[config.mk]
export PLATFORM = sky130hd
export DESIGN_NAME = lwc_lane_ctrl
export DESIGN_NICKNAME = d
export VERILOG_FILES = /design/src/rtl/lwc_pkg.sv /design/src/rtl/lwc_mask_timer.sv /design/src/rtl/lwc_mode_pick.sv /design/src/rtl/lwc_lane_ctrl.sv
export SDC_FILE = /design/constraint.sdc
export NUM_CORES = 1
export LEC_CHECK = 0
export ABC_AREA = 1
export CELL_PAD_IN_SITES_DETAIL_PLACEMENT = 1
export CELL_PAD_IN_SITES_GLOBAL_PLACEMENT = 2
export CORE_MARGIN = 2
export CORE_UTILIZATION = 29
export DETAILED_ROUTE_END_ITERATION = 8
export PLACE_DENSITY_LB_ADDON = 0.1
export SETUP_SLACK_MARGIN = 0.4
export SLEW_MARGIN = 10
export SYNTH_ARGS = -nofsm -noshare
export SYNTH_HDL_FRONTEND = slang
export SYNTH_SLANG_ARGS = --single-unit
[constraint.sdc]
create_clock -name clk -period 6.7 [get_ports clk]
set_clock_uncertainty 0.1 [all_clocks]
set_input_delay 1.005 -clock clk [delete_from_list [all_inputs] [get_ports clk]]
set_output_delay 1.005 -clock clk [all_outputs]
set_load 0.03 [all_outputs]
[src/rtl/lwc_pkg.sv]
`timescale 1ns/1ps
package lwc_pkg;

    typedef enum logic [1:0] {
        L_ZERO = 2'd0,
        L_ONE  = 2'd1,
        L_FOUR = 2'd2
    } lmode_e;

    typedef enum logic [1:0] {
        ST_OFF  = 2'd0,
        ST_WAIT = 2'd1,
        ST_RUN  = 2'd2
    } link_st_e;

    typedef enum logic [1:0] {
        PH_IDLE = 2'd0,
        PH_UP   = 2'd1,
        PH_DN   = 2'd2
    } phase_e;

    localparam int unsigned MASK_SHIFT = 4;  // 16 symbol times per count unit

endpackage

[src/rtl/lwc_mask_timer.sv]
`timescale 1ns/1ps
module lwc_mask_timer
    import lwc_pkg::*;
#(
    parameter int unsigned CNT_W = 8
) (
    input  logic             clk,
    input  logic             rst_n,
    input  logic             load,
    input  logic [CNT_W-1:0] units,
    output logic             done
);
    localparam int unsigned TW = CNT_W + MASK_SHIFT;

    logic [TW-1:0] cnt_d, cnt_q;

    always_comb begin
        cnt_d = cnt_q;
        if (load) begin
            cnt_d = {units, {MASK_SHIFT{1'b0}}};
        end else if (cnt_q != '0) begin
            cnt_d = cnt_q - 1'b1;
        end
    end

    always_ff @(posedge clk) begin
        if (!rst_n) begin
            cnt_q <= '0;
        end else begin
            cnt_q <= cnt_d;
        end
    end

    assign done = (cnt_q == '0);

endmodule

[src/rtl/lwc_mode_pick.sv]
`timescale 1ns/1ps
module lwc_mode_pick
    import lwc_pkg::*;
#(
    parameter int unsigned LOAD_W  = 8,
    parameter int unsigned DWELL_W = 8
) (
    input  logic               clk,
    input  logic               rst_n,
    input  logic               en,
    input  lmode_e             cur,
    input  logic               cap4,
    input  logic               pend,
    input  logic [LOAD_W-1:0]  load,
    input  logic [LOAD_W-1:0]  up_thr,
    input  logic [LOAD_W-1:0]  dn_thr,
    input  logic [DWELL_W-1:0] dwell_lim,
    input  logic               force_en,
    input  logic [1:0]         force_code,
    output lmode_e             want
);
    logic [DWELL_W-1:0] dwell_d, dwell_q;
    logic               cond;
    lmode_e             nxt;
    lmode_e             forced;

    always_comb begin
        case (force_code)
            2'd0:    forced = L_ZERO;
            2'd1:    forced = L_ONE;
            default: forced = cap4 ? L_FOUR : L_ONE;
        endcase

        cond = 1'b0;
        nxt  = cur;
        case (cur)
            L_ONE: begin
                if (cap4 && (load >= up_thr)) begin
                    cond = 1'b1;
                    nxt  = L_FOUR;
                end else if ((load == '0) && !pend) begin
                    cond = 1'b1;
                    nxt  = L_ZERO;
                end
            end
            L_FOUR: begin
                if (load < dn_thr) begin
                    cond = 1'b1;
                    nxt  = L_ONE;
                end
            end
            default: begin
                if (pend) begin
                    nxt = L_ONE;
                end
            end
        endcase

        if (force_en) begin
            want = forced;
        end else if (cur == L_ZERO) begin
            want = nxt;
        end else if (cond && (dwell_q >= dwell_lim)) begin
            want = nxt;
        end else begin
            want = cur;
        end

        dwell_d = '0;
        if (en && cond && !force_en) begin
            dwell_d = (dwell_q == '1) ? dwell_q : dwell_q + 1'b1;
        end
    end

    always_ff @(posedge clk) begin
        if (!rst_n) begin
            dwell_q <= '0;
        end else begin
            dwell_q <= dwell_d;
        end
    end

endmodule

[src/rtl/lwc_lane_ctrl.sv]
`timescale 1ns/1ps
module lwc_lane_ctrl
    import lwc_pkg::*;
#(
    parameter int unsigned NLANES  = 4,
    parameter int unsigned LOAD_W  = 8,
    parameter int unsigned DWELL_W = 8,
    parameter int unsigned MASK_W  = 8,
    parameter int unsigned CAP_W   = 4
) (
    input  logic               clk,
    input  logic               rst_n,
    input  logic               pll_locked,
    input  logic               xfer_pending,
    input  logic [LOAD_W-1:0]  load_level,
    input  logic [LOAD_W-1:0]  cfg_up_thr,
    input  logic [LOAD_W-1:0]  cfg_dn_thr,
    input  logic [DWELL_W-1:0] cfg_dwell,
    input  logic [MASK_W-1:0]  cfg_sleep_cnt,
    input  logic [MASK_W-1:0]  cfg_disable_cnt,
    input  logic               pm_force_en,
    input  logic [1:0]         pm_force_code,
    input  logic               sb_cap_valid,
    input  logic [CAP_W-1:0]   sb_cap_word,
    input  logic [NLANES-1:0]  sb_lane_ready,
    output logic               sb_cap_req,
    output logic [NLANES-1:0]  sb_pwrup_evt,
    output logic [NLANES-1:0]  lane_pwr,
    output logic [1:0]         active_mode,
    output logic               link_ready,
    output logic               peer_fast
);
    localparam logic [NLANES-1:0] MASK_ALL = {NLANES{1'b1}};
    localparam logic [NLANES-1:0] MASK_ONE = {{(NLANES-1){1'b0}}, 1'b1};

    typedef struct packed {
        link_st_e          st;
        phase_e            ph;
        lmode_e            rep;
        lmode_e            tgt;
        logic              peer4;
        logic              fast;
        logic              capreq;
        logic [NLANES-1:0] pwr;
        logic [NLANES-1:0] need;
        logic [NLANES-1:0] rdy;
        logic [NLANES-1:0] evt;
    } ctrl_t;

    ctrl_t q, n;

    logic              tmr_load;
    logic [MASK_W-1:0] tmr_units;
    logic              tmr_done;
    logic              pick_en;
    lmode_e            want;
    logic [NLANES-1:0] rdy_now;
    logic [NLANES-1:0] want_mask;
    logic              cap_unused;

    assign cap_unused = ^sb_cap_word[CAP_W-1:2];

    function automatic logic [NLANES-1:0] lanes_of(input lmode_e m);
        case (m)
            L_ONE:   return MASK_ONE;
            L_FOUR:  return MASK_ALL;
            default: return '0;
        endcase
    endfunction

    lwc_mode_pick #(
        .LOAD_W  (LOAD_W),
        .DWELL_W (DWELL_W)
    ) u_pick (
        .clk        (clk),
        .rst_n      (rst_n),
        .en         (pick_en),
        .cur        (q.rep),
        .cap4       (q.peer4),
        .pend       (xfer_pending),
        .load       (load_level),
        .up_thr     (cfg_up_thr),
        .dn_thr     (cfg_dn_thr),
        .dwell_lim  (cfg_dwell),
        .force_en   (pm_force_en),
        .force_code (pm_force_code),
        .want       (want)
    );

    lwc_mask_timer #(
        .CNT_W (MASK_W)
    ) u_tmr (
        .clk   (clk),
        .rst_n (rst_n),
        .load  (tmr_load),
        .units (tmr_units),
        .done  (tmr_done)
    );

    always_comb begin
        n         = q;
        n.evt     = '0;
        n.capreq  = 1'b0;
        tmr_load  = 1'b0;
        tmr_units = cfg_sleep_cnt;
        pick_en   = 1'b0;
        rdy_now   = q.rdy | (sb_lane_ready & q.need);
        want_mask = lanes_of(want);

        case (q.st)
            ST_OFF: begin
                if (pll_locked) begin
                    n.capreq = 1'b1;
                    n.st     = ST_WAIT;
                end
            end
            ST_WAIT: begin
                if (sb_cap_valid) begin
                    n.peer4 = sb_cap_word[1];
                    n.fast  = sb_cap_word[0];
                    n.st    = ST_RUN;
                end
            end
            default: begin
                case (q.ph)
                    PH_UP: begin
                        n.rdy = rdy_now;
                        if (tmr_done && ((rdy_now & q.need) == q.need)) begin
                            n.rep = q.tgt;
                            n.ph  = PH_IDLE;
                        end
                    end
                    PH_DN: begin
                        if (tmr_done) begin
                            n.pwr = lanes_of(q.tgt);
                            n.ph  = PH_IDLE;
                        end
                    end
                    default: begin
                        pick_en = 1'b1;
                        if (want > q.rep) begin
                            n.pwr     = want_mask;
                            n.evt     = want_mask & ~q.pwr;
                            n.need    = want_mask & ~q.pwr;
                            n.rdy     = '0;
                            n.tgt     = want;
                            n.ph      = PH_UP;
                            tmr_load  = 1'b1;
                            tmr_units = cfg_sleep_cnt;
                        end else if (want < q.rep) begin
                            n.rep     = want;
                            n.tgt     = want;
                            n.ph      = PH_DN;
                            tmr_load  = 1'b1;
                            tmr_units = cfg_disable_cnt;
                        end
                    end
                endcase
            end
        endcase
    end

    always_ff @(posedge clk) begin
        if (!rst_n) begin
            q.st     <= ST_OFF;
            q.ph     <= PH_IDLE;
            q.rep    <= L_ZERO;
            q.tgt    <= L_ZERO;
            q.peer4  <= 1'b0;
            q.fast   <= 1'b0;
            q.capreq <= 1'b0;
            q.pwr    <= '0;
            q.need   <= '0;
            q.rdy    <= '0;
            q.evt    <= '0;
        end else begin
            q <= n;
        end
    end

    assign sb_cap_req   = q.capreq;
    assign sb_pwrup_evt = q.evt;
    assign lane_pwr     = q.pwr;
    assign active_mode  = q.rep;
    assign link_ready   = (q.rep != L_ZERO);
    assign peer_fast    = q.fast;

endmodule

==> summary.md <==
| Metric | Value |
|---|---|
| Average wire per standard cell | 12.63 um |
| Global route overflow | 0 |
| Post-synthesis register bit count | 41 |
| Final Cell Area | 3817 um^2 |
| Fmax | 205.0 MHz |
| Max_slew headroom | 0.5730 |
| Mapped Area | 2907 um^2 |
| Die ar. | 10840 um^2 |
| Vias in the first global route | 2896 |
| CTS Hold Bufs | 0 |
| Synth-to-layout area growth | 31.34% |
| Data arrival, critical path | 4940 ps |
| FILL cells | 1260 |
| PortBufs | 74 |
| Synth cell types | 40 |
| Detailed-route wire length | 7807 um |
| Largest net degree at the start of global routing | 20 |
| Number of max-cap violations | 0 |
| First-pass GRT wire length | 13490 um |
| Crit end category | flip-flop |
| Iteration count of the initial detailed-routing pass | 4 |
| Worst Path Required | 6770 ps |
| Dpl hpwl | 6385 um |
| Startpoint class of the critical path | primary input |
| Die width | 104.1 um |
| Mapped Nets | 513 |
| Worst setup path class | primary input to flip-flop |
| Initial antenna violation count | 0 |
| Layout cell share with drive strength beyond 1 | 0.05155 |
| Share of the synthesized area in the top cell type | 0.2824 |
| Clk_lat worst skew | 300 ps |
| # nets final | 582 |
| # setup viols final | 0 |
| Crit path max fanout | 8 |
| # DRC | 0 |
| Initial Util | 0.2987 |
| Syn. warnings | 0 |
| Hold Crit Class | flip-flop to flip-flop |
| Antenna Nets Post-Route | 0 |
| Outcome | finished clean |
| Die height | 104.1 um |
| Via Count | 2871 |
| Site Rows | 36 |
| I/O pin total | 77 |
| Final hold viol count | 0 |
| PostCTS Resize Cnt | 0 |
| Root buffer cell | clkbuf_8 |
| Cell taking the most area after synthesis | dfxtp_1 |
| Core area | 9729 um^2 |
| VDD IR max | 0.1200 mV |
| Most frequent cells in the layout | clkdlybuf4s50_1, nand2_1, inv_1 |
| Post-CTS Setup Bufs | 0 |
| Tmin final | 4878 ps |
| Final worst-path cycle share | 0.7280 |
| Seq/Total Area, Yosys | 0.2824 |
| N_diodes | 0 |
| H-tree depth | 2 |
| Leading cell type in the layout, fill and taps excluded | clkdlybuf4s50_1 |
| Critical Path Start | load_level[7] |
| Inserted Clock Buffers | 5 |
| Tightest Pin Transition | 636.6 ps |
| Avg Cell Area, Syn | 7.004 um^2 |
| HP Start | u_tmr.cnt_q[0] |
| Worst-path clk slew | 80 ps |
| RePlAce Congestion | 0.8124 |
| CTS tree | yes |
| Mapped Cells | 415 |
| Leak | 1.636 nW |
| Setup TNS | 0 ps |
| Cell Pwr Density | 211.8 nW/um^2 |
| Synth top area cells | dfxtp_1, ha_1, nand2_1 |
| Initial DRC Count | 39 |
| GRT Total Usage | 0.1490 |
| Clock Path Buffers | 2 |
| Clk sinks | 41 |
| Area after DPL | 3730 um^2 |
| Via-to-Cell Ratio | 4.646 |
| Slew Limit Fails | 0 |
| Worst R2R Start | u_pick.dwell_q[3] |
| Unrepaired setup endpoints after global routing | false |
==> logic make-up (layout without fill, tap and decap cells) <==
kind of cell	after synthesis	after routing	synth area share
adder cells (fa/ha/maj)	34	34	0.1464
buffers and inverters	81	151	0.1184
AO/OA/AOI/OAI	90	90	0.1804
AND/OR/NAND/NOR	160	160	0.2454
flip-flops	41	41	0.2824
XOR/XNOR	9	9	0.02712
==> Yosys cell counts <==
cell type	instances
o21a_1	1
xnor2_1	4
dfxtp_1	41
xor2_1	5
nor4_1	2
o21ai_0	20
nand4_4	1
nor3_1	4
o2111ai_1	1
nand3_1	15
nor3_4	2
inv_2	1
nand3b_1	3
clkinv_1	1
o211ai_1	1
inv_1	66
nand2_2	2
o22a_1	2
a21oi_2	2
o21ai_2	2
a211oi_1	6
a31oi_1	1
o21ai_1	1
a311oi_1	1
nor2_1	50
ha_1	34
clkinv_2	1
o22ai_1	4
nand2_1	71
clkbuf_1	1
nor2_2	2
a21o_1	1
a21boi_0	2
o31ai_1	1
a21oi_1	43
o211ai_2	1
buf_2	1
or2_2	4
buf_4	10
nand4_1	4
==> through the flow <==
step           instances  hold WS (ps)  power, mW  setup WS [ps]    util
3_3_place_gp         610         348.0     0.6488           1573  0.3834
6_report             618         366.9     0.8087           1822  0.3924
3_5_place_dp         610         359.1     0.6566           1482  0.3834
5_1_grt              618         388.7     0.8830           1390  0.3924
4_1_cts              618         371.5     0.8273           1787  0.3924
2_1_floorplan        415         338.9     0.5550           2853       -
==> critical path: stages <==
cell and delay, ps:
clkdlybuf4s50_1 480, ha_1 340, nand2_1 70, nor2_1 140, nand4_1 90, nand3_1 90, nand2_1 90, nand2_1 70
nand2_1 50, nand2_1 90, nand3_1 130, nand3_1 100, nand3_1 90, nand2_1 130, inv_1 80, ha_1 300
a21oi_2 390, inv_1 110, nor2_1 450, inv_1 280, nor2_1 150, nor2_1 60, a21oi_1 110, nor2_1 50
==> layer usage <==
metal / global-route usage / share of wire / up-vias
li1: - / - / 1492
met5: 0 / 0 / -
met3: 0.03383 / 0.039 / 6
met1: 0.1887 / 0.48 / 1315
met4: 0.02606 / 0.0085 / 0
met2: 0.2613 / 0.47 / 58
==> cell type report <==
cell class / instances / area (um^2) / area share
well taps: 133 / 166.4 / 0.04359
multi-input cells: 293 / 1742 / 0.4562
clock buffers: 6 / 72.57 / 0.01901
clock inverters: 2 / 15.01 / 0.003933
flip-flops and latches: 41 / 820.8 / 0.2150
inverters: 69 / 260.3 / 0.06817
repair buffers: 74 / 740.7 / 0.1940
==> path summary, 6_finish.rpt <==
check / end / slack [ps] / cells after the start
worst max-delay path: u_tmr.cnt_q[7] / 1820 / 24
worst min-delay path: u_tmr.cnt_q[0] / 370 / 2
worst max register to register: u_tmr.cnt_q[7] / 2900 / 20
worst min register to register: u_tmr.cnt_q[0] / 370 / 2
==> sequential cells by signal, indices dropped and copies added (netlist names) <==
signal / cells
u_tmr.cnt_q: 12
lane_pwr: 2
active_mode: 2
peer_fast: 1
sb_cap_req: 1
sb_pwrup_evt: 2
q: 13
u_pick.dwell_q: 8
==> where the power goes <==
group / switching [mW] / leakage [nW] / internal, mW
clock network: 0.0898 / 0.0374 / 0.0735
registers: 0.0271 / 0.334 / 0.280
logic: 0.187 / 1.26 / 0.151
Power figures use the tool's default switching activity.
